File: config.mk
export PLATFORM = sky130hd
export DESIGN_NAME = vl_ctrl_unit
export DESIGN_NICKNAME = d
export VERILOG_FILES = /design/src/rtl/vlc_pkg.sv /design/src/rtl/vlc_decode.sv /design/src/rtl/vlc_next.sv /design/src/rtl/vlc_regs.sv /design/src/rtl/vlc_wb.sv /design/src/rtl/vl_ctrl_unit.sv
export SDC_FILE = /design/constraint.sdc
export NUM_CORES = 1
export LEC_CHECK = 0
export ABC_AREA = 0
export BUFFER_PORTS_ARGS = -buffer_cell sky130_fd_sc_hd__buf_2
export CORE_ASPECT_RATIO = 0.6
export CORE_MARGIN = 2
export CORE_UTILIZATION = 43
export CTS_CLUSTER_SIZE = 24
export DETAILED_ROUTE_END_ITERATION = 16
export PLACE_DENSITY = 0.88
export SYNTH_ARGS = -nofsm -noshare
export SYNTH_HDL_FRONTEND = slang
export SYNTH_SLANG_ARGS = --single-unit
File: constraint.sdc
create_clock -name clk -period 6.3 [get_ports clk]
set_clock_uncertainty 0.2 [all_clocks]
set_input_delay 1.26 -clock clk [delete_from_list [all_inputs] [get_ports clk]]
set_output_delay 1.26 -clock clk [all_outputs]
set_load 0.1 [all_outputs]
File: src/rtl/vlc_pkg.sv
package vlc_pkg;

  localparam int FIELD_W = 12;
  localparam int IDX_W   = 5;
  localparam int IMM_W   = 5;
  localparam int LEN_W   = IMM_W + 1;

  localparam int MODE_BIT = FIELD_W - 1;
  localparam int DEST_HI  = MODE_BIT - 1;
  localparam int DEST_LO  = DEST_HI - IDX_W + 1;
  localparam int IMM_HI   = DEST_LO - 1;
  localparam int IMM_LO   = 1;
  localparam int FLAG_BIT = 0;

  typedef enum logic [2:0] {
    OP_NONE     = 3'd0,
    OP_LOOP_IMM = 3'd1,
    OP_LOOP_REG = 3'd2,
    OP_SET_BOTH = 3'd3,
    OP_SET_MAX  = 3'd4
  } vl_op_e;

  typedef struct packed {
    vl_op_e           op;
    logic [IDX_W-1:0] dest;
    logic [IMM_W-1:0] imm;
  } vl_cmd_t;

  // Immediate is stored biased by one: code 0 means length 1.
  function automatic logic [LEN_W-1:0] imm_to_len(input logic [IMM_W-1:0] imm);
    return {1'b0, imm} + LEN_W'(1);
  endfunction

  // Smaller of a requested length and a cap.
  function automatic logic [LEN_W-1:0] min_len(input logic [LEN_W-1:0] req,
                                               input logic [LEN_W-1:0] cap);
    return (req > cap) ? cap : req;
  endfunction

endpackage

File: src/rtl/vlc_decode.sv
module vlc_decode
  import vlc_pkg::*;
(
  input  logic               valid,
  input  logic [FIELD_W-1:0] field,
  output vl_cmd_t            cmd,
  output logic               is_noop
);

  logic mode_one_off;
  logic flag;

  assign mode_one_off = field[MODE_BIT];
  assign flag         = field[FLAG_BIT];
  assign is_noop      = (field == '0);

  always_comb begin
    cmd.dest = field[DEST_HI:DEST_LO];
    cmd.imm  = field[IMM_HI:IMM_LO];
    if (!valid || is_noop) begin
      cmd.op = OP_NONE;
    end else if (mode_one_off) begin
      cmd.op = flag ? OP_SET_MAX : OP_SET_BOTH;
    end else begin
      cmd.op = flag ? OP_LOOP_IMM : OP_LOOP_REG;
    end
  end

endmodule

File: src/rtl/vlc_next.sv
module vlc_next
  import vlc_pkg::*;
#(
  parameter int XLEN = 64
) (
  input  vl_op_e           op,
  input  logic [IMM_W-1:0] imm,
  input  logic [LEN_W-1:0] cur_max,
  input  logic [LEN_W-1:0] cur_vl,
  input  logic [XLEN-1:0]  src_rdata,
  output logic [LEN_W-1:0] nxt_max,
  output logic [LEN_W-1:0] nxt_vl,
  output logic             upd
);

  localparam int PAD_W = XLEN - LEN_W;

  logic [LEN_W-1:0] imm_len;
  logic [XLEN-1:0]  cap_wide;
  logic             reg_over;
  logic [LEN_W-1:0] reg_len;

  assign imm_len  = imm_to_len(imm);
  assign cap_wide = {{PAD_W{1'b0}}, cur_max};
  assign reg_over = (src_rdata > cap_wide);
  assign reg_len  = reg_over ? cur_max : src_rdata[LEN_W-1:0];

  always_comb begin
    nxt_max = cur_max;
    nxt_vl  = cur_vl;
    upd     = 1'b1;
    unique case (op)
      OP_LOOP_IMM: nxt_vl = min_len(imm_len, cur_max);
      OP_LOOP_REG: nxt_vl = reg_len;
      OP_SET_BOTH: begin
        nxt_max = imm_len;
        nxt_vl  = imm_len;
      end
      OP_SET_MAX: begin
        nxt_max = imm_len;
        nxt_vl  = min_len(cur_vl, imm_len);
      end
      default: upd = 1'b0;
    endcase
  end

endmodule

File: src/rtl/vlc_regs.sv
module vlc_regs
  import vlc_pkg::*;
#(
  parameter int RESET_LEN = 1
) (
  input  logic             clk,
  input  logic             rst_n,
  input  logic             upd,
  input  logic [LEN_W-1:0] nxt_max,
  input  logic [LEN_W-1:0] nxt_vl,
  output logic [LEN_W-1:0] maxvl_q,
  output logic [LEN_W-1:0] vl_q
);

  localparam logic [LEN_W-1:0] RST_V = LEN_W'(RESET_LEN);

  always_ff @(posedge clk or negedge rst_n) begin
    if (!rst_n) begin
      maxvl_q <= RST_V;
      vl_q    <= RST_V;
    end else if (upd) begin
      maxvl_q <= nxt_max;
      vl_q    <= nxt_vl;
    end
  end

endmodule

File: src/rtl/vlc_wb.sv
module vlc_wb
  import vlc_pkg::*;
#(
  parameter int XLEN = 64
) (
  input  logic             upd,
  input  logic [IDX_W-1:0] dest,
  input  logic [LEN_W-1:0] nxt_vl,
  output logic             wr_en,
  output logic [IDX_W-1:0] wr_addr,
  output logic [XLEN-1:0]  wr_data
);

  localparam int PAD_W = XLEN - LEN_W;

  assign wr_en   = upd && (dest != '0);
  assign wr_addr = dest;
  assign wr_data = {{PAD_W{1'b0}}, nxt_vl};

endmodule

File: src/rtl/vl_ctrl_unit.sv
module vl_ctrl_unit
  import vlc_pkg::*;
#(
  parameter int XLEN      = 64,
  parameter int RESET_LEN = 1
) (
  input  logic               clk,
  input  logic               rst_n,
  input  logic               instr_valid,
  input  logic [FIELD_W-1:0] vl_field,
  input  logic [XLEN-1:0]    src_rdata,
  output logic [IDX_W-1:0]   src_addr,
  output logic [LEN_W-1:0]   maxvl,
  output logic [LEN_W-1:0]   vl,
  output logic               wr_en,
  output logic [IDX_W-1:0]   wr_addr,
  output logic [XLEN-1:0]    wr_data
);

  vl_cmd_t          cmd;
  logic             is_noop;
  logic             upd_en;
  logic [LEN_W-1:0] nxt_max;
  logic [LEN_W-1:0] nxt_vl;

  assign src_addr = vl_field[IMM_HI:IMM_LO];

  vlc_decode u_decode (
    .valid   (instr_valid),
    .field   (vl_field),
    .cmd     (cmd),
    .is_noop (is_noop)
  );

  vlc_next #(.XLEN(XLEN)) u_next (
    .op        (cmd.op),
    .imm       (cmd.imm),
    .cur_max   (maxvl),
    .cur_vl    (vl),
    .src_rdata (src_rdata),
    .nxt_max   (nxt_max),
    .nxt_vl    (nxt_vl),
    .upd       (upd_en)
  );

  vlc_regs #(.RESET_LEN(RESET_LEN)) u_regs (
    .clk     (clk),
    .rst_n   (rst_n),
    .upd     (upd_en),
    .nxt_max (nxt_max),
    .nxt_vl  (nxt_vl),
    .maxvl_q (maxvl),
    .vl_q    (vl)
  );

  vlc_wb #(.XLEN(XLEN)) u_wb (
    .upd     (upd_en),
    .dest    (cmd.dest),
    .nxt_vl  (nxt_vl),
    .wr_en   (wr_en),
    .wr_addr (wr_addr),
    .wr_data (wr_data)
  );

endmodule

* Word-level counts from Yosys, hierarchy flattened
Cells that the tools add are included.
Word-level totals: flip-flop bits (word level) 12, input port bits 79, output and inout bits 87, logic and storage cells 27
Operators by class: $add $sub $neg 1, order comparisons 3, equal/unequal tests 4, muxes and demuxes 9, reductions and logical operators 8
Operators with widths (number):
- $gt A64 B6 Y1 | 1
- $pmux W6 S4 | 1
- $mux W6 | 3
- $gt A6 B6 Y1 | 2
- $logic_not A12 Y1 | 1
- $mux W3 | 3
- $add A5 B1 Y6 const B | 1
- $eq A3 B2 Y1 const B | 2
- $reduce_bool A5 Y1 | 1
- $reduce_or A4 Y1 | 1
- $eq A3 B1 Y1 const B | 1
- $eq A3 B3 Y1 const B | 1
- $mux W2 | 1
- $reduce_and A2 Y1 | 1
- $reduce_or A2 Y1 | 1
- $logic_and A1 B1 Y1 | 1
- $logic_not A1 Y1 | 1
- $logic_or A1 B1 Y1 | 1
- $mux W1 | 1

* Logic depth before layout (Yosys ltp)
Gate-level depths: netlist (run 1).
depth in word-level cells 7, depth in mapped cells 11, gate-level depth less buffers 11

* Hierarchy
From an unflattened synthesis (run 1), not the netlist that was laid out.
Second synthesis, totals: cell total of the unflattened synthesis 270, area total of the unflattened synthesis 2247.2 um^2
By module, submodules not included:
- vlc_next | instances 1, cells each 143, area each 991.0 um^2, seq. area each 0.0 um^2
- vlc_wb | instances 1, cells each 72, area each 536.8 um^2, seq. area each 0.0 um^2
- vlc_regs | instances 1, cells each 25, area each 486.7 um^2, seq. area each 302.8 um^2
- vlc_decode | instances 1, cells each 25, area each 195.2 um^2, seq. area each 0.0 um^2
- vl_ctrl_unit | instances 1, cells each 5, area each 37.5 um^2, seq. area each 0.0 um^2

* Worst setup path after synthesis (run 1)
No wires, ideal clock.
path type input-to-output, start point input port vl_field[1], end point output port wr_data[0], arrival time 4.638 ns, data required time 4.840 ns, slack 0.202 ns, stages on the path 11, path buffers 1, path through ha_1 -> nand3_1 -> xnor2_1 -> inv_1 -> ha_1 -> and4_1 -> o21a_1 -> o31ai_1 -> a21oi_1 -> buf_2 -> o221ai_1
Between the ends: elaborated cells on any way between the ends 13, classes of those cells add/sub (1); order compare (2); eq/ne (4); mux (4); reduce/logical (2)
RTL lines:
- start, declared | RTL line vl_ctrl_unit.sv:10 | input logic [FIELD_W-1:0] vl_field,
- $add A5 B1 Y6 (*) | RTL line vlc_pkg.sv:31 | return {1'b0, imm} + LEN_W'(1);
- net u_next.imm_len[4] | RTL line vlc_next.sv:18 | logic [LEN_W-1:0] imm_len;
- $gt A6 B6 Y1 | RTL line vlc_pkg.sv:37 | return (req > cap) ? cap : req;
- $mux W6 | RTL line vlc_pkg.sv:37
- $pmux W6 S4 (*) | RTL line vlc_next.sv:32 | unique case (op)
- end, declared | RTL line vl_ctrl_unit.sv:17 | output logic [XLEN-1:0] wr_data
The timed path passes the listed nets; every way through them passes the cells marked *.

* Worst setup path after layout (run 1)
start point input port vl_field[1], end point output port wr_data[2]
The elaborated chain is that of the path after synthesis.

==> metrics.txt, run 1 <==
max frequency between 0.15 and 0.2 GHz; final period utilization approximately nine tenths; starting density of the core 44.3%; post-DR wirelength/cell 13.9 um; post-synthesis sequential area ratio 15.1%; Pwr per Cell Area 381 nW/um^2; TritonCTS clock tree done; HPWL Detailed between 4 and 5 mm; Clk Tree Root Cell clkbuf_8; remaining global-route overflow 0; CTS sink count 12; crit path kind in2out; critical path launch point vl_field[1]; Synth Flop Type dfrtp_1; Worst setup SP type input port; EDFF count, synth 0; area share of the largest cell type after synthesis between 20% and 30%; top cells by area, synth buf_4 (26%), ha_1 (14%), dfrtp_1 (13%), o221ai_1 (5.3%), nor4_1 (4.7%); # diodes 0; H-tree depth 1; 1st-iter DRT viols 116; share of cells above drive strength 1 39.2%; Total Routed Length 5.51 mm; first-pass GRT wire length 8.85 mm; mean post-synth cell area 8.47 um^2; P_leak between 1 and 1.5 nW; vias per cell 4.90; clk buf depth 2; Post-Syn Area roughly 2000 um^2; min cycle time layout 5.67 ns; YS warnings 0; maxcap violations 0; FFs w/ async S/R, synth 100%; Die Y 56.8 um; CP max FO 12; fillers approximately 460; R2R Path Start u_regs.maxvl_q[5]; Detail Route Antenna Nets 0; initial antenna violation count 0; clock latency on the worst-skew pair ~0.24 ns; Post-CTS Hold Fix Bufs 0; area of the die 5230 um^2; leading area contributor after synthesis buf_4; post-synth cell types 45; # DRC 0; final hold violation count 0; area grow syn2layout 17.8%; post_cts resized 0; GR Util All Layers 21.2%; Setup crit end kind primary output; total vias in the final route between 1500 and 2000; vias in the first global route roughly 1900; I/O Pins about 170; Rel. slew slack 38.7%; critical path arrival 4.21 ns; core box area 4520 um^2; RSZ-0062 raised after global routing no; TritonCTS Buffers 3; maximum vdd drop between 0.1 and 0.15 mV; row count 19; Critical Path RT 4.84 ns; drt pass-1 iters 4; Worst Min Path Start u_regs.maxvl_q[4]; WHS 0.387 ns; post-CTS setup buffers 0; Final TNS setup 0 ns; Chip Width ~92 um; number of buffers added on ports roughly 110; Post-Synthesis Cells 236; Hold Path Class reg2reg; worst-margin pin slew 0.920 ns; clock transition at the registers of the reported paths around 0.05 ns; #FFs+latches synth 12; status complete, no violations; largest net degree at the start of global routing 13; Power Total 898 uW; Routability Congestion 0.877; max-slew violations 0; Net count, final between 400 and 500; Final setup viols 0
-- cell families (layout without fill, tap and decap cells) --
| group | Yosys count | count (layout) | synth area share (%) |
|---|---|---|---|
| other | 1 | 58 | 0.188 |
| muxes | 7 | 7 | 3.57 |
| DFF | 12 | 12 | 15.1 |
| AOI/OAI and AO/OA | 45 | 45 | 18.8 |
| and+or+nand+nor | 53 | 53 | 16.5 |
| buffers and inverters | 93 | 134 | 30.7 |
| adders and majority gates | 22 | 22 | 13.8 |
| xor gates and xnor gates | 3 | 3 | 1.31 |
-- routing by layer --
layer	track usage (%)	vias to the layer above	wire length, um
met1	30.2	919	2490
met4	4.26	0	59
li1	-	934	-
met5	0	-	0
met3	3.49	9	412
met2	34.0	82	2550
-- per-stage QoR --
| step | util (%) | area (um^2) | cells | setup slack [ns] |
|---|---|---|---|---|
| 2_1_floorplan | - | 2210 | 293 | 0.202 |
| 3_5_place_dp | 51.2 | 2310 | 394 | 0.644 |
| 4_1_cts | 52.2 | 2360 | 397 | 0.640 |
| 6_report | 52.2 | 2360 | 397 | 0.632 |
| 3_3_place_gp | 51.2 | 2310 | 394 | 0.794 |
| 5_1_grt | 52.2 | 2360 | 397 | 0.436 |
-- state kept, by name, indices dropped and copies added, names as in the netlist --
name and cells:
u_regs.maxvl_q 6, u_regs.vl_q 6
-- cells in the final DEF, fill, tap and decap left out, types with 2 or more instances in the layout --
master	Yosys	layout
conb_1	1	58
nand3_1	3	3
nand4_1	4	4
nand2_1	7	7
nor2_1	4	4
o221ai_1	12	12
mux2i_1	6	6
nand3b_1	2	2
o21ai_0	9	9
a31oi_1	2	2
buf_2	2	107
nor4_1	15	15
ha_1	22	22
and4_1	2	2
a22oi_2	6	6
inv_1	21	21
or2_2	2	2
or4_4	2	2
nand2b_1	2	2
buf_4	68	3
and3_1	2	2
dfrtp_1	10	10
dfstp_2	2	2
xor2_1	2	2
clkbuf_8	0	3
a21oi_1	8	8
-- final timing paths --
kind | to | slack (ns) | depth (start not counted)
worst max-delay path | wr_data[2] | 0.63 | 12
worst min-delay path | u_regs.vl_q[4] | 0.39 | 2
worst max register to register | u_regs.vl_q[2] | 3.74 | 8
worst min register to register | u_regs.vl_q[4] | 0.39 | 2
max in group asynchronous | u_regs.maxvl_q[0] | 4.94 | 1
min in group asynchronous | u_regs.vl_q[1] | 0.68 | 1
-- power by group --
| part | total, mW | internal, mW | switching, mW |
|---|---|---|---|
| logic | 0.698 | 0.121 | 0.576 |
| clock network | 0.0703 | 0.0421 | 0.0282 |
| registers | 0.130 | 0.104 | 0.0262 |
-- final cells by class --
type	count	area, um^2	share of cell area [%]
Clock buffer	3	41.3	1.75
Inverter	21	78.8	3.35
Multi-Input combinational cell	188	1300	55.0
Sequential cell	12	303	12.9
Tap cell	63	78.8	3.35
Timing Repair Buffer	110	558	23.7
-- worst max-delay path: stages --
cell      delay (ns)
buf_2           0.14
and3_1          0.19
xor2_1          0.16
buf_4           0.16
inv_1           0.04
ha_1            0.27
a211oi_1        0.28
nor2_1          0.10
o31ai_1         0.42
a21oi_1         0.40
o221ai_1        0.30
buf_2           0.47
-- Yosys cell counts, drive strengths merged, types with 4 or more instances --
| cell | instances |
|---|---|
| o21ai | 9 |
| nand2 | 7 |
| a22oi | 6 |
| mux2i | 6 |
| a21oi | 8 |
| dfrtp | 10 |
| o221ai | 12 |
| buf | 71 |
| inv | 21 |
| ha | 22 |
| nor2 | 4 |
| nand4 | 4 |
| nor4 | 15 |
(Power assumes the default switching activity.)
==> run 2, diff against run 1 <==
- CORE_UTILIZATION: 43 -> 45
- PLACE_DENSITY: 0.88 -> unset
- PLACE_DENSITY_LB_ADDON: unset -> 0.15
- SYNTH_HIERARCHICAL: unset -> 1
==> run 2 against run 1 <==
Setup slack gained 0.0060 ns. Die area is 6.7% higher. Highest routed layer unchanged. Via count rose by 2.4%. Wire length increased by 2.7%. Critical endpoint is now wr_data[4]. Maximum frequency up 0.11%. Sequential share of layout area decreased by 0.73 points.
==> metrics.txt, run 2 <==
starting density of the core 47.8% (+3.6 points); final period utilization 89.9% (-0.096 points); max frequency 0.177 GHz (+0.11%); RSZ-0062 raised after global routing no; P_leak 1.43 nW (+8.7%); Post-Synthesis Cells 269 (+14%); post-CTS setup buffers 0 (unchanged); fin area 2500 um^2 (+6.0%); Detail Route Antenna Nets 0 (unchanged); H-tree depth 1 (unchanged); Hold Path Class reg2reg; worst hold endpoint u_regs/vl_q[3]; first-pass GRT wire length 9.06 mm (+2.4%); critical path arrival 4.20 ns (about the same); biggest regs u_regs/maxvl_q (6), u_regs/vl_q (6); most common cell after layout, fill and taps aside buf_2; CTS sink count 12 (unchanged); Setup crit end kind primary output; R2R Path Start u_regs/maxvl_q[5]; Worst Min Path Start u_regs/vl_q[3]; remaining global-route overflow 0 (unchanged); CP max FO 7 (-5); critical path's slowest cell nor3_1; TritonCTS Buffers 3 (unchanged); status complete, no violations; M1 GR Usage 31.0% (+0.76 points); most frequent cells in the layout buf_2 (107), conb_1 (58), ha_1 (22); Chip Width 95.1 um (+3.3%); critical path buffer and inverter count 2 (-2); Die Y 58.7 um (+3.2%); share of cells above drive strength 1 39.8% (+0.55 points); placed cells 411 (+4.3%); maxcap violations 0 (unchanged); initial antenna violation count 0 (unchanged); Total Routed Length 5.66 mm (+2.7%); mean post-synth cell area 8.33 um^2 (-1.7%); clock transition at the registers of the reported paths 0.06 ns (about the same); # DRC 0 (unchanged); crit path kind in2out; Post-CTS Hold Fix Bufs 0 (unchanged); Power Total 1.24 mW (+38%); area of the die 5580 um^2 (+6.7%); routing usage on met3 3.20% (-0.29 points); Worst setup SP type input port; clk buf depth 2 (unchanged); Final TNS setup 0 ns (unchanged); drt pass-1 iters 4 (unchanged); maximum vdd drop 0.455 mV (+260%); Critical Path RT 4.84 ns (about the same); Post-Syn Area 2240 um^2 (+12%); core box area 4680 um^2 (+3.7%); hold path cells 1 (-1); vias per cell 4.80 (-2.0%); 1st-iter DRT viols 103 (-11%); global routing's busiest layer met2; # diodes 0 (unchanged); worst-margin pin slew 0.648 ns (-0.271 ns); Rel. slew slack 56.4% (+18 points); fillers 470 (+1.7%); post-DR wirelength/cell 13.6 um (-1.8%); largest net degree at the start of global routing 15 (+2); Net count, final 454 (+3.9%); Util after Layout 53.3% (+1.2 points); Seq. cell area 303 um^2 (unchanged); row count 19 (unchanged); Largest stage delay, worst path 0.51 ns (+0.04 ns); YS warnings 6 (+6); number of buffers added on ports 107 (unchanged); Crit path max-delay family simple AND/OR/NAND/NOR gates; Clk Tree Root Cell clkbuf_8; TritonCTS clock tree done; met2 Usage GRT 32.3% (-1.7 points); Placed Area 2440 um^2 (+5.5%); I/O Pins 166 (unchanged); clock latency on the worst-skew pair 0.24 ns (about the same); Pwr per Cell Area 496 nW/um^2 (+30%); crit-path cells buf_2 > ha_1 > nand3_1 > xnor2_1 > ha_1 > and4_1 > a31o_2 > nor3_1 > a22o_1 > a211o_1 > buf_2; Routability Congestion 0.809 (-7.8%); total vias in the final route 1991 (+2.4%); HPWL Detailed 4.92 mm (+0.11%); Final setup viols 0 (unchanged); vias in the first global route 1787 (-3.5%); max-slew violations 0 (unchanged); final hold violation count 0 (unchanged); post_cts resized 0 (unchanged); r2r setup slk 3.44 ns (-0.30 ns); GR Util All Layers 20.7% (-0.46 points); FF-to-FF path depth 9 (+1); area grow syn2layout 11.4%; multi-input logic area 1450 um^2 (+12%); Non-Filler Instances 415 (+4.5%); min cycle time layout 5.66 ns (-0.00603 ns); r2r endpoint u_regs/vl_q[3]
run 2: area by class of cell:
class	count	area share [%]
clock buffers	4	2.20
inverters	16	2.40
multi-input cells	211	58.1
flip-flops and latches	12	12.1
well taps	63	3.16
repair buffers	109	22.0
run 2: power breakdown:
part | internal [mW] | leakage [nW] | switching (mW)
combinational | 0.217 | 1.26 | 0.764
clock | 0.0553 | 0.0288 | 0.0318
sequential | 0.117 | 0.145 | 0.0539
total | 0.390 | 1.43 | 0.850
run 2: per-stage QoR:
| step | hold WS, ns | setup WS (ns) |
|---|---|---|
| floorplan | 0.667 | 1.33 |
| finish | 0.388 | 0.638 |
| global placement | 0.370 | 0.792 |
| detailed placement | 0.365 | 0.719 |
| CTS | 0.386 | 0.707 |
| global route | 0.411 | 0.515 |
run 2: how the worst max path moves through the flow:
stage           startpoint          to  depth (start not counted)
2_1_floorplan  vl_field[1]  wr_data[1]                         13
3_3_place_gp   vl_field[1]  wr_data[4]                         12
3_5_place_dp   vl_field[1]  wr_data[4]                         11
4_1_cts        vl_field[1]  wr_data[4]                         11
5_1_grt        vl_field[1]  wr_data[4]                         12
6_report       vl_field[1]  wr_data[4]                         11
run 2: routing by layer:
layer	wire length, um	part of all wire (%)
met5	0	0
met1	2780	49
met4	26	0.46
met3	382	6.7
met2	2470	44
==> run 3, diff against run 2 <==
- CELL_PAD_IN_SITES_DETAIL_PLACEMENT: unset -> 1
- CELL_PAD_IN_SITES_GLOBAL_PLACEMENT: unset -> 1
- CORE_UTILIZATION: 45 -> 30
- MAX_ROUTING_LAYER: unset -> met4
==> run 3 against run 2 <==
Core utilization shrank 18 points. Combinational power grew 1%. Count of clock-buffer cells in the layout is the same. Critical path type unchanged. Largest power group unchanged.
==> metrics.txt, run 3 (synthesis results as in run 2) <==
status complete, no violations; worst hold endpoint u_regs/vl_q[1]; maximum vdd drop 0.413 mV (-9.3%); Routability Congestion 0.814 (+0.56%); final hold violation count 0 (unchanged); crit-path cells buf_2 > ha_1 > nand3_1 > xnor2_1 > inv_1 > ha_1 > nand4_1 > o21bai_1 > a311o_1 > o21ai_1 > a211o_2 > buf_2; r2r endpoint u_regs/vl_q[2]; final period utilization 90.7% (+0.83 points); maxcap violations 0 (unchanged); GR Util All Layers 17.6% (-3.2 points); TritonCTS clock tree done; Total Routed Length 6.90 mm (+22%); Worst setup SP type input port; Die Y 70.9 um (+21%); H-tree depth 1 (unchanged); Setup crit end kind primary output; Largest stage delay, worst path 0.44 ns (-0.07 ns); 1st-iter DRT viols 83 (-19%); first-pass GRT wire length 10.8 mm (+19%); Critical Path RT 4.84 ns (about the same); Detail Route Antenna Nets 0 (unchanged); Net count, final 455 (+0.22%); Final setup viols 0 (unchanged); # diodes 0 (unchanged); area grow syn2layout 15.6%; critical path buffer and inverter count 3 (+1); most common cell after layout, fill and taps aside buf_2; number of buffers added on ports 107 (unchanged); HPWL Detailed 5.96 mm (+21%); Hold Path Class reg2reg; CTS sink count 12 (unchanged); I/O Pins 166 (unchanged); biggest regs u_regs/maxvl_q (6), u_regs/vl_q (6); share of cells above drive strength 1 39.9% (+0.17 points); vias per cell 4.38 (-8.6%); area of the die 8200 um^2 (+47%); clock latency on the worst-skew pair 0.25 ns (about the same); Rel. slew slack 63.5% (+7.0 points); Worst Min Path Start u_regs/vl_q[1]; Chip Width 116 um (+22%); critical path's slowest cell xnor2_1; Final TNS setup 0 ns (unchanged); r2r setup slk 3.39 ns (-0.05 ns); initial antenna violation count 0 (unchanged); hold path cells 1 (unchanged); Util after Layout 35.8% (-18 points); post-CTS setup buffers 0 (unchanged); worst-margin pin slew 0.545 ns (-0.104 ns); max frequency 0.175 GHz (-0.91%); Crit path max-delay family compound AO/OA/AOI/OAI gates; remaining global-route overflow 0 (unchanged); fillers 917 (+95%); drt pass-1 iters 4 (unchanged); CP max FO 7 (unchanged); largest net degree at the start of global routing 15 (unchanged); crit path kind in2out; starting density of the core 31.0% (-17 points); core box area 7240 um^2 (+55%); clk buf depth 2 (unchanged); FF-to-FF path depth 9 (unchanged); multi-input logic area 1450 um^2 (unchanged); row count 24 (+5); # DRC 0 (unchanged); R2R Path Start u_regs/maxvl_q[5]; total vias in the final route 2003 (+0.60%); clock transition at the registers of the reported paths 0.05 ns (about the same); TritonCTS Buffers 3 (unchanged); most frequent cells in the layout buf_2 (107), conb_1 (58), ha_1 (22); RSZ-0062 raised after global routing no; max-slew violations 0 (unchanged); min cycle time layout 5.71 ns (+0.0522 ns); vias in the first global route 2031 (+14%); post_cts resized 0 (unchanged); post-DR wirelength/cell 15.1 um (+11%); Post-CTS Hold Fix Bufs 0 (unchanged); P_leak 1.45 nW (+1.5%); Clk Tree Root Cell clkbuf_16; critical path arrival 4.25 ns (+0.05 ns); Pwr per Cell Area 504 nW/um^2 (+1.6%); Seq. cell area 303 um^2 (unchanged)
[run 3: cell count changes in the layout (fill, tap and decap cells not counted), sizes merged]
| cell | delta |
|---|---|
| buf | +1 |
[run 3: area by class of cell]
class | instances | share of cell area, %
Multi-Input combinational cell | 211 | 56.0
Timing Repair Buffer | 110 | 21.5
Sequential cell | 12 | 11.7
Tap cell | 104 | 5.02
Clock buffer | 4 | 3.43
Inverter | 16 | 2.32
[run 3: power breakdown]
part	internal, mW	leakage (nW)	total, mW	switching (mW)
Clock	0.0964	0.0442	0.137	0.0410
Combinational	0.219	1.26	0.992	0.773
Sequential	0.117	0.145	0.177	0.0590
Total	0.433	1.45	1.31	0.873
[run 3: worst max-delay path by stage]
| stage | startpoint | cells after the start | to | slack, ns |
|---|---|---|---|---|
| floorplan | vl_field[1] | 13 | wr_data[1] | 1.33 |
| global placement | vl_field[1] | 12 | wr_data[3] | 0.60 |
| detailed placement | vl_field[1] | 12 | wr_data[3] | 0.64 |
| CTS | vl_field[1] | 12 | wr_data[3] | 0.61 |
| global route | vl_field[1] | 12 | wr_data[3] | 0.44 |
| finish | vl_field[1] | 12 | wr_data[3] | 0.59 |
[run 3: through the flow]
stage	instance area, um^2	hold slack (ns)	worst slack, ns	instances	total power, mW
after global routing	2590	0.406	0.445	457	1.38
after detailed placement	2500	0.364	0.636	453	1.17
after global placement	2500	0.373	0.601	453	1.16
after CTS	2590	0.378	0.614	457	1.31
after floorplan	2450	0.667	1.33	326	1.05
final	2590	0.374	0.586	457	1.31
[run 3: layer usage]
metal  wire length [um]  global-route usage [%]  vias up
li1                   -                       -      981
met3                379                    2.91        4
met4                 25                    1.74        0
met5                  0                       -        -
met2               2990                    26.4       71
met1               3510                    25.6      947
[run 3: worst reg2reg max path, cell delays in order, from the launching register on]
cell and delay [ns]:
dfrtp_1 0.45, inv_1 0.11, ha_1 0.31, a21oi_1 0.32, nand3b_1 0.11, o21ai_0 0.24
o211ai_2 0.28, mux2i_1 0.20, a211o_2 0.30, mux2_4 0.26
